==> src/rtl/wsr_pkg.sv <==
package wsr_pkg;
    localparam int unsigned DEF_DATA_W = 8;

    typedef enum logic [1:0] {
        SRC_QUIET  = 2'd0,
        SRC_ARRAY  = 2'd1,
        SRC_STATUS = 2'd2
    } src_e;
endpackage

==> src/rtl/wsr_poll_latch.sv <==
module wsr_poll_latch (
    input  logic clk,
    input  logic rst_n,
    input  logic wr_stb,
    input  logic wr_msb,
    output logic msb_q
);
    typedef struct packed {
        logic msb;
    } st_t;

    st_t st_d, st_q;

    always_comb begin
        st_d = st_q;
        if (wr_stb) begin
            st_d.msb = wr_msb;
        end
    end

    always_ff @(posedge clk) begin
        if (!rst_n) begin
            st_q <= '0;
        end else begin
            st_q <= st_d;
        end
    end

    assign msb_q = st_q.msb;
endmodule

==> src/rtl/wsr_toggle.sv <==
module wsr_toggle (
    input  logic clk,
    input  logic rst_n,
    input  logic rd_act,
    input  logic busy,
    output logic tog_q
);
    typedef struct packed {
        logic tog;
        logic rd_prev;
    } st_t;

    st_t  st_d, st_q;
    logic rd_end;

    always_comb begin
        st_d         = st_q;
        rd_end       = st_q.rd_prev && !rd_act;
        st_d.rd_prev = rd_act;
        if (rd_end && busy) begin
            st_d.tog = ~st_q.tog;
        end
    end

    always_ff @(posedge clk) begin
        if (!rst_n) begin
            st_q <= '0;
        end else begin
            st_q <= st_d;
        end
    end

    assign tog_q = st_q.tog;
endmodule

==> src/rtl/wsr_out.sv <==
module wsr_out #(
    parameter int unsigned DATA_W = wsr_pkg::DEF_DATA_W
) (
    input  logic              clk,
    input  logic              rst_n,
    input  wsr_pkg::src_e     src,
    input  logic [DATA_W-1:0] status_word,
    input  logic [DATA_W-1:0] arr_rdata,
    output logic [DATA_W-1:0] dout_q,
    output logic              oe_q
);
    import wsr_pkg::*;

    typedef struct packed {
        logic              oe;
        logic [DATA_W-1:0] dout;
    } st_t;

    st_t st_d, st_q;

    always_comb begin
        st_d = '0;
        unique case (src)
            SRC_ARRAY: begin
                st_d.oe   = 1'b1;
                st_d.dout = arr_rdata;
            end
            SRC_STATUS: begin
                st_d.oe   = 1'b1;
                st_d.dout = status_word;
            end
            default: begin
                st_d.oe   = 1'b0;
                st_d.dout = '0;
            end
        endcase
    end

    always_ff @(posedge clk) begin
        if (!rst_n) begin
            st_q <= '0;
        end else begin
            st_q <= st_d;
        end
    end

    assign dout_q = st_q.dout;
    assign oe_q   = st_q.oe;
endmodule

==> src/rtl/wsr_status_reporter.sv <==
module wsr_status_reporter #(
    parameter int unsigned DATA_W = wsr_pkg::DEF_DATA_W
) (
    input  logic              clk,
    input  logic              rst_n,
    input  logic              chip_sel,
    input  logic              out_en,
    input  logic              prog_busy,
    input  logic              wr_stb,
    input  logic              wr_data_msb,
    input  logic [DATA_W-1:0] arr_rdata,
    output logic [DATA_W-1:0] bus_dout,
    output logic              bus_oe
);
    import wsr_pkg::*;

    localparam int unsigned POLL_BIT = DATA_W - 1;
    localparam int unsigned TOG_BIT  = DATA_W - 2;

    logic              rd_act;
    logic              last_msb;
    logic              tog;
    logic [DATA_W-1:0] status_word;
    src_e              src;

    assign rd_act = chip_sel && out_en;

    wsr_poll_latch u_poll (
        .clk    (clk),
        .rst_n  (rst_n),
        .wr_stb (wr_stb),
        .wr_msb (wr_data_msb),
        .msb_q  (last_msb)
    );

    wsr_toggle u_tog (
        .clk    (clk),
        .rst_n  (rst_n),
        .rd_act (rd_act),
        .busy   (prog_busy),
        .tog_q  (tog)
    );

    always_comb begin
        status_word           = '0;
        status_word[POLL_BIT] = ~last_msb;
        status_word[TOG_BIT]  = tog;
        if (!rd_act) begin
            src = SRC_QUIET;
        end else if (prog_busy) begin
            src = SRC_STATUS;
        end else begin
            src = SRC_ARRAY;
        end
    end

    wsr_out #(.DATA_W(DATA_W)) u_out (
        .clk         (clk),
        .rst_n       (rst_n),
        .src         (src),
        .status_word (status_word),
        .arr_rdata   (arr_rdata),
        .dout_q      (bus_dout),
        .oe_q        (bus_oe)
    );
endmodule

==> config.mk <==
export PLATFORM = sky130hd
export DESIGN_NAME = wsr_status_reporter
export DESIGN_NICKNAME = d
export VERILOG_FILES = /design/src/rtl/wsr_pkg.sv /design/src/rtl/wsr_poll_latch.sv /design/src/rtl/wsr_toggle.sv /design/src/rtl/wsr_out.sv /design/src/rtl/wsr_status_reporter.sv
export SDC_FILE = /design/constraint.sdc
export NUM_CORES = 1
export LEC_CHECK = 0
export CAP_MARGIN = 0
export CELL_PAD_IN_SITES_DETAIL_PLACEMENT = 0
export CELL_PAD_IN_SITES_GLOBAL_PLACEMENT = 1
export CORE_MARGIN = 2
export CORE_UTILIZATION = 21
export CTS_CLUSTER_SIZE = 30
export DETAILED_ROUTE_END_ITERATION = 8
export PLACE_DENSITY_LB_ADDON = 0.1
export SYNTH_ARGS = -nofsm -noshare
export SYNTH_HDL_FRONTEND = slang
export SYNTH_SLANG_ARGS = --single-unit
export TNS_END_PERCENT = 5
==> constraint.sdc <==
create_clock -name clk -period 0.8 [get_ports clk]
set_clock_uncertainty 0.15 [all_clocks]
set_input_delay 0.16 -clock clk [delete_from_list [all_inputs] [get_ports clk]]
set_output_delay 0.16 -clock clk [all_outputs]
set_load 0.01 [all_outputs]
==> results of run 1 <==
-- routing by layer --
layer / vias to the layer above / part of all wire (%) / global-route usage (%)
met5: - / 0 / 0
met4: 0 / 2.1 / 10.3
met3: 2 / 7.9 / 3.53
met2: 13 / 49 / 12.2
met1: 143 / 41 / 8.31
li1: 170 / - / -
-- cells in the mapped netlist --
cell type and number:
dfxtp_1 12, and2_1 6, mux2i_1 4, inv_1 3, nand2_1 2, nor2_1 2
a21oi_1 1, nand2b_1 1, nand3_2 1, nor2_2 1, nor2b_1 1
-- cell type report --
type	instances	area (µm²)
sequential	12	245
tap	25	31.3
inverter	3	11.3
clock buffer	4	36.3
multi-input combinational	19	135
fill	183	1030
timing repair buffer	28	223
-- logic make-up after synthesis --
group,count (synthesis)
simple gates,14
compound gates,1
mux,4
flops,12
buf+inv,3
-- sequential cells by signal (all words and copies together) (netlist names) --
register,cells
u_out.dout_q,8
u_poll.msb_q,1
u_tog.tog_q,1
u_out.oe_q,1
u_tog.st_q,1
-- worst max path at each step --
| stage | startpoint | to | slack [ns] | depth (start not counted) |
|---|---|---|---|---|
| floorplan | u_tog.st_q[0] | u_tog.tog_q | -0.02 | 3 |
| global placement | chip_sel | u_out.dout_q[2] | -0.50 | 4 |
| detailed placement | prog_busy | u_out.dout_q[2] | -0.53 | 4 |
| CTS | u_out.dout_q[5] | bus_dout[5] | -0.22 | 1 |
| global route | u_out.dout_q[6] | bus_dout[6] | -0.25 | 1 |
| finish | u_out.dout_q[5] | bus_dout[5] | -0.21 | 1 |
-- what timing repair did --
| item | CTS | global route |
|---|---|---|
| pin swaps | 1 | 0 |
| setup endpoints to repair | 21 | 12 |
| endpoints found under the hold margin | 0 | 0 |
| gates resized for setup | 44 | 3 |
| hold buffers | 0 | 0 |
-- where the power goes --
| part | switching, mW | internal, mW | total (mW) |
|---|---|---|---|
| combinational | 0.0428 | 0.0894 | 0.132 |
| clock | 0.202 | 0.276 | 0.478 |
| sequential | 0.00511 | 0.614 | 0.619 |
-- stage by stage --
step | utilization (%) | TNS [ns] | power (mW) | setup slack (ns) | std cells
floorplan | - | -0.0236 | 0.664 | -0.0236 | 34
global placement | 39.9 | -8.44 | 0.782 | -0.501 | 87
detailed placement | 39.9 | -8.69 | 0.782 | -0.531 | 87
CTS | 39.7 | -2.06 | 1.25 | -0.222 | 91
global route | 39.9 | -2.38 | 1.30 | -0.253 | 91
finish | 39.9 | -1.90 | 1.23 | -0.208 | 91
==> results.md, run 1 <==
- Die Width: 46.4 µm
- Compound-Gate Fraction of Synth Area: 1.32%
- CTS tree: yes
- Synth unique cells: 11
- R2r setup slk: -0.09 ns
- Ranking of synthesized cells by area: dfxtp_1, mux2i_1, and2_1, inv_1, nand3_2
- Worst path slowest cell: dfxtp_2
- Initial Utilization: 22.1%
- Routed WL: 748 µm
- Largest net degree at the start of global routing: 8
- Number of port buffers: 23
- Final setup margin: -0.208 ns
- WHS: 0.148 ns
- CP Buf/Inv Count: 1
- Adder-Cell Fraction of Synth Area: 0%
- CP startpoint kind: register
- Clk_lat worst skew: 0.27 ns
- Synthesized Nets: 49
- Post-Synth XOR/XNOR Area: 0%
- Layout cells sized above 1: 37.9%
- Antenna cells: 0
- Synth top area share: 63.6%
- Grt ovf: 0
- Outcome: finished with violations
- Most common cell after layout, fill and taps aside: clkdlybuf4s50_1
- Cell Pwr Density: 1800 mW/mm²
- Mapped cell area: 378 µm²
- Final setup fails: 10
- Worst Hold End: u_poll.msb_q
- Gate count after technology mapping: 34
- CTS max path bufs: 2
- Top delay family on crit path: flip-flops
- Measured slew at the worst slew-check pin: 0.124 ns
- Hold_sp: wr_stb
- Critical path fanouts, max: 1
- Area after DPL: 681 µm²
- CORE AREA: 0.00171 mm²
- Worst path cell trace: buf_6
- Most frequent cells in the layout: clkdlybuf4s50_1, buf_2, dfxtp_1, and2_1
- Via Count: 328
- RR Endpoint: u_tog.tog_q
- Final ANT Viol Nets: 0
- Critical path class: register to output pin
- Worst min path class: input pin to register
- Post-Synth Simple-Gate Area: 21.5%
- Min-Delay Path Depth: 3
- CTS Buf Count: 3
- FF-to-FF path depth: 3
- Max cap viols: 0
- Ys Warns: 0
- Leakage: 0.329 nW
- First-pass GRT wire length: 1150 µm
- H-tree levels: 1
- Yosys reg bits: 12
- Clock-pin slew on the worst setup and hold paths: 0.08 ns
- Sequential share of the synthesized area: 63.6%
- Die Height: 46.4 µm
- Worst r2r src: u_tog.st_q[0]
- RSZ-0062 raised after global routing: yes
- Fin crit period: 1.01 ns
- Mean routed wirelength per cell: 8.22 µm
- Peak supply drop: 0.631 mV
- Critical Path AT: 0.70 ns
- Critical Path Max Stage Delay: 0.32 ns
- Vias per inst: 3.60
- Drt pass-1 iters: 2
- Die ar.: 0.00215 mm²
- Clock sink total: 12
- Required time worst endpoint: 0.49 ns
- Mux cell area share after synthesis: 10.6%
- Area growth from synthesis to layout: 80.5%
- Std cell rows: 15
- GPL Wtd Cong: 0.605
- Drt first-iter violations: 1
- Failing checks: setup timing
- I/O pins: 24
- Synth Area per Inst: 11.1 µm²
- Initial antenna violation count: 0
- Setup Buffers After CTS: 0
- Cell area after layout: 682 µm²
- Largest family of logic cells by synthesized area: simple AND/OR/NAND/NOR gates
- Overall Global Routing Usage: 8.51%
- Max Transition Viols Final: 0
- Fmax: 992 MHz
- Crit. End Element: output pin
- Slew headroom: 91.5%
- Period utilisation layout: 126%
- Final Hold Viols: 0
- Vias in the first global route: 276
- Synth area leader: dfxtp_1
- Clk root buf: clkbuf_4
- # DRC: 0
- Layout Nets: 82
Power figures use the tool's default switching activity.
==> run 2: changes to the inputs <==
--- a/config.mk
+++ b/config.mk
@@ -12,6 +12,7 @@
 export CORE_UTILIZATION = 21
 export CTS_CLUSTER_SIZE = 30
 export DETAILED_ROUTE_END_ITERATION = 8
+export GPL_TIMING_DRIVEN = 0
 export PLACE_DENSITY_LB_ADDON = 0.1
 export SYNTH_ARGS = -nofsm -noshare
 export SYNTH_HDL_FRONTEND = slang
==> run 2 against run 1 <==
Net effect: the flow still finishes with violations (setup timing); setup slack got worse by 0.0032 ns; sequential share of layout area rose by 1.3 points; utilization decreased by 1.5 points; combinational power is 8% lower; sequential cell count did not move; design area fell by 3.9%; total power down 1.2%; die area is the same; non-clock buffer count decreased by 5; critical endpoint unchanged; first-iteration DRC count is 100% lower; highest routed layer is now met3.
==> results.md, run 2 (synthesis gave the netlist of run 1 again) <==
- Outcome: finished with violations (unchanged)
- Failing checks: setup timing (unchanged)
- Initial Utilization: 22.1% (unchanged)
- Critical path class: register to output pin (unchanged)
- First-pass GRT wire length: 1020 µm (was 1150 µm)
- HPWL after detailed placement: 549 µm
- Vias in the first global route: 251 (was 276)
- Slew headroom: 83.9% (was 91.5%)
- Largest net degree at the start of global routing: 8 (unchanged)
- Clk_lat worst skew: 0.27 ns (about the same)
- Critical Path AT: 0.70 ns (about the same)
- Die ar.: 0.00215 mm² (unchanged)
- Die Height: 46.4 µm (unchanged)
- Worst path slowest cell: dfxtp_1 (was dfxtp_2)
- Top delay family on crit path: flip-flops (unchanged)
- Area after DPL: 643 µm² (was 681 µm²)
- Clock sink total: 12 (unchanged)
- Critical path fanouts, max: 1 (unchanged)
- Peak supply drop: 1.07 mV (was 0.631 mV)
- CTS Buf Count: 3 (unchanged)
- Measured slew at the worst slew-check pin: 0.241 ns (was 0.124 ns)
- Max Transition Viols Final: 0 (unchanged)
- Multi-input gate area: 143 µm² (was 135 µm²)
- Register area: 244 µm² (was 245 µm²)
- Mean routed wirelength per cell: 8.37 µm (was 8.22 µm)
- Leakage: 0.304 nW (was 0.329 nW)
- Final ANT Viol Nets: 0 (unchanged)
- Cell Pwr Density: 1850 mW/mm² (was 1800 mW/mm²)
- Drt first-iter violations: 0 (was 1)
- CP startpoint kind: register (unchanged)
- I/O pins: 24 (unchanged)
- Grt ovf: 0 (unchanged)
- Overall Global Routing Usage: 7.20% (was 8.51%)
- Max reg flops: 8 (unchanged)
- Clock-pin slew on the worst setup and hold paths: 0.07 ns (was 0.08 ns)
- Antenna cells: 0 (unchanged)
- GPL Wtd Cong: 0.617 (was 0.605)
- Fin crit period: 1.01 ns (about the same)
- RSZ-0062 raised after global routing: yes (unchanged)
- Worst min path class: input pin to register (unchanged)
- Initial antenna violation count: 0 (unchanged)
- # DRC: 0 (unchanged)
- Period utilisation layout: 126% (about the same)
- H-tree levels: 1 (unchanged)
- Setup Buffers After CTS: 0 (unchanged)
- Via Count: 314 (was 328)
- Final setup margin: -0.211 ns (was -0.208 ns)
- Routed WL: 720 µm (was 748 µm)
- CTS tree: yes (unchanged)
- Std cell rows: 15 (unchanged)
- Area growth from synthesis to layout: 73.5% (was 80.5%)
- Max cap viols: 0 (unchanged)
- Die Width: 46.4 µm (unchanged)
- CTS max path bufs: 2 (unchanged)
- CORE AREA: 0.00171 mm² (unchanged)
- Layout cells sized above 1: 32.8% (was 37.9%)
- Vias per inst: 3.65 (was 3.60)
- Cell area after layout: 656 µm² (was 682 µm²)
- Layout Nets: 77 (was 82)
- Crit. End Element: output pin (unchanged)
- Most frequent cells in the layout: clkdlybuf4s50_1, dfxtp_1, buf_2, and2_1, mux2i_1 (was clkdlybuf4s50_1, buf_2, dfxtp_1, and2_1)
- Worst path cell trace: buf_2 (was buf_6)
- Number of port buffers: 23 (unchanged)
- Overall power: 1.22 mW (was 1.23 mW)
- Fmax: 989 MHz (was 992 MHz)
- CP Buf/Inv Count: 1 (unchanged)
- Required time worst endpoint: 0.49 ns (about the same)
- Number of fill cells: 182 (was 183)
- Clk root buf: clkbuf_4 (unchanged)
- Final setup fails: 10 (unchanged)
- Final Hold Viols: 0 (unchanged)
- Critical Path Max Stage Delay: 0.31 ns (was 0.32 ns)
- Drt pass-1 iters: 1 (was 2)
run 2: metrics by stage:
| stage | hold slack (ns) | setup TNS (ns) | cells | worst slack (ns) | utilization, % |
|---|---|---|---|---|---|
| 3_3_place_gp | 0.319 | -9.18 | 82 | -0.627 | 37.7 |
| 3_5_place_dp | 0.309 | -9.13 | 82 | -0.621 | 37.7 |
| 2_1_floorplan | 0.132 | -0.0236 | 34 | -0.0236 | - |
| 4_1_cts | 0.137 | -2.09 | 86 | -0.228 | 37.6 |
| 6_report | 0.0304 | -1.94 | 86 | -0.211 | 38.4 |
| 5_1_grt | 0.0165 | -2.41 | 86 | -0.256 | 38.4 |
run 2: path summary, 6_finish.rpt:
check                                      from  cells after the start  slack, ns           end
worst max-delay path            u_out.dout_q[5]                      1      -0.21   bus_dout[5]
worst min register to register      u_tog.tog_q                      2       0.33   u_tog.tog_q
worst min-delay path                      rst_n                      2       0.03  u_poll.msb_q
worst max register to register    u_tog.st_q[0]                      3      -0.09   u_tog.tog_q
run 2: what timing repair did:
action                                  in CTS  in global routing
gates resized for setup                     44                  8
hold buffers                                 0                  0
pin swaps                                    1                  1
endpoints found under the setup margin      21                 18
run 2: where the power goes:
| part | internal (mW) | switching [mW] | leakage, nW | total (mW) |
|---|---|---|---|---|
| clock network | 0.277 | 0.199 | 0.0210 | 0.475 |
| registers | 0.614 | 0.00527 | 0.0989 | 0.619 |
| logic | 0.0785 | 0.0422 | 0.184 | 0.121 |
| total | 0.969 | 0.246 | 0.304 | 1.22 |
run 2: area by class of cell:
| cell class | instances | share of cell area, % |
|---|---|---|
| inverters | 3 | 1.72 |
| well taps | 25 | 4.77 |
| repair buffers | 23 | 29.0 |
| clock buffers | 4 | 5.53 |
| multi-input cells | 19 | 21.8 |
| flip-flops and latches | 12 | 37.2 |
run 2: metal layers:
layer | wire [µm] | GRT usage [%]
met1 | 297 | 7.06
met2 | 332 | 10.8
met3 | 90 | 7.06
met4 | 0 | 1.71
met5 | 0 | 0
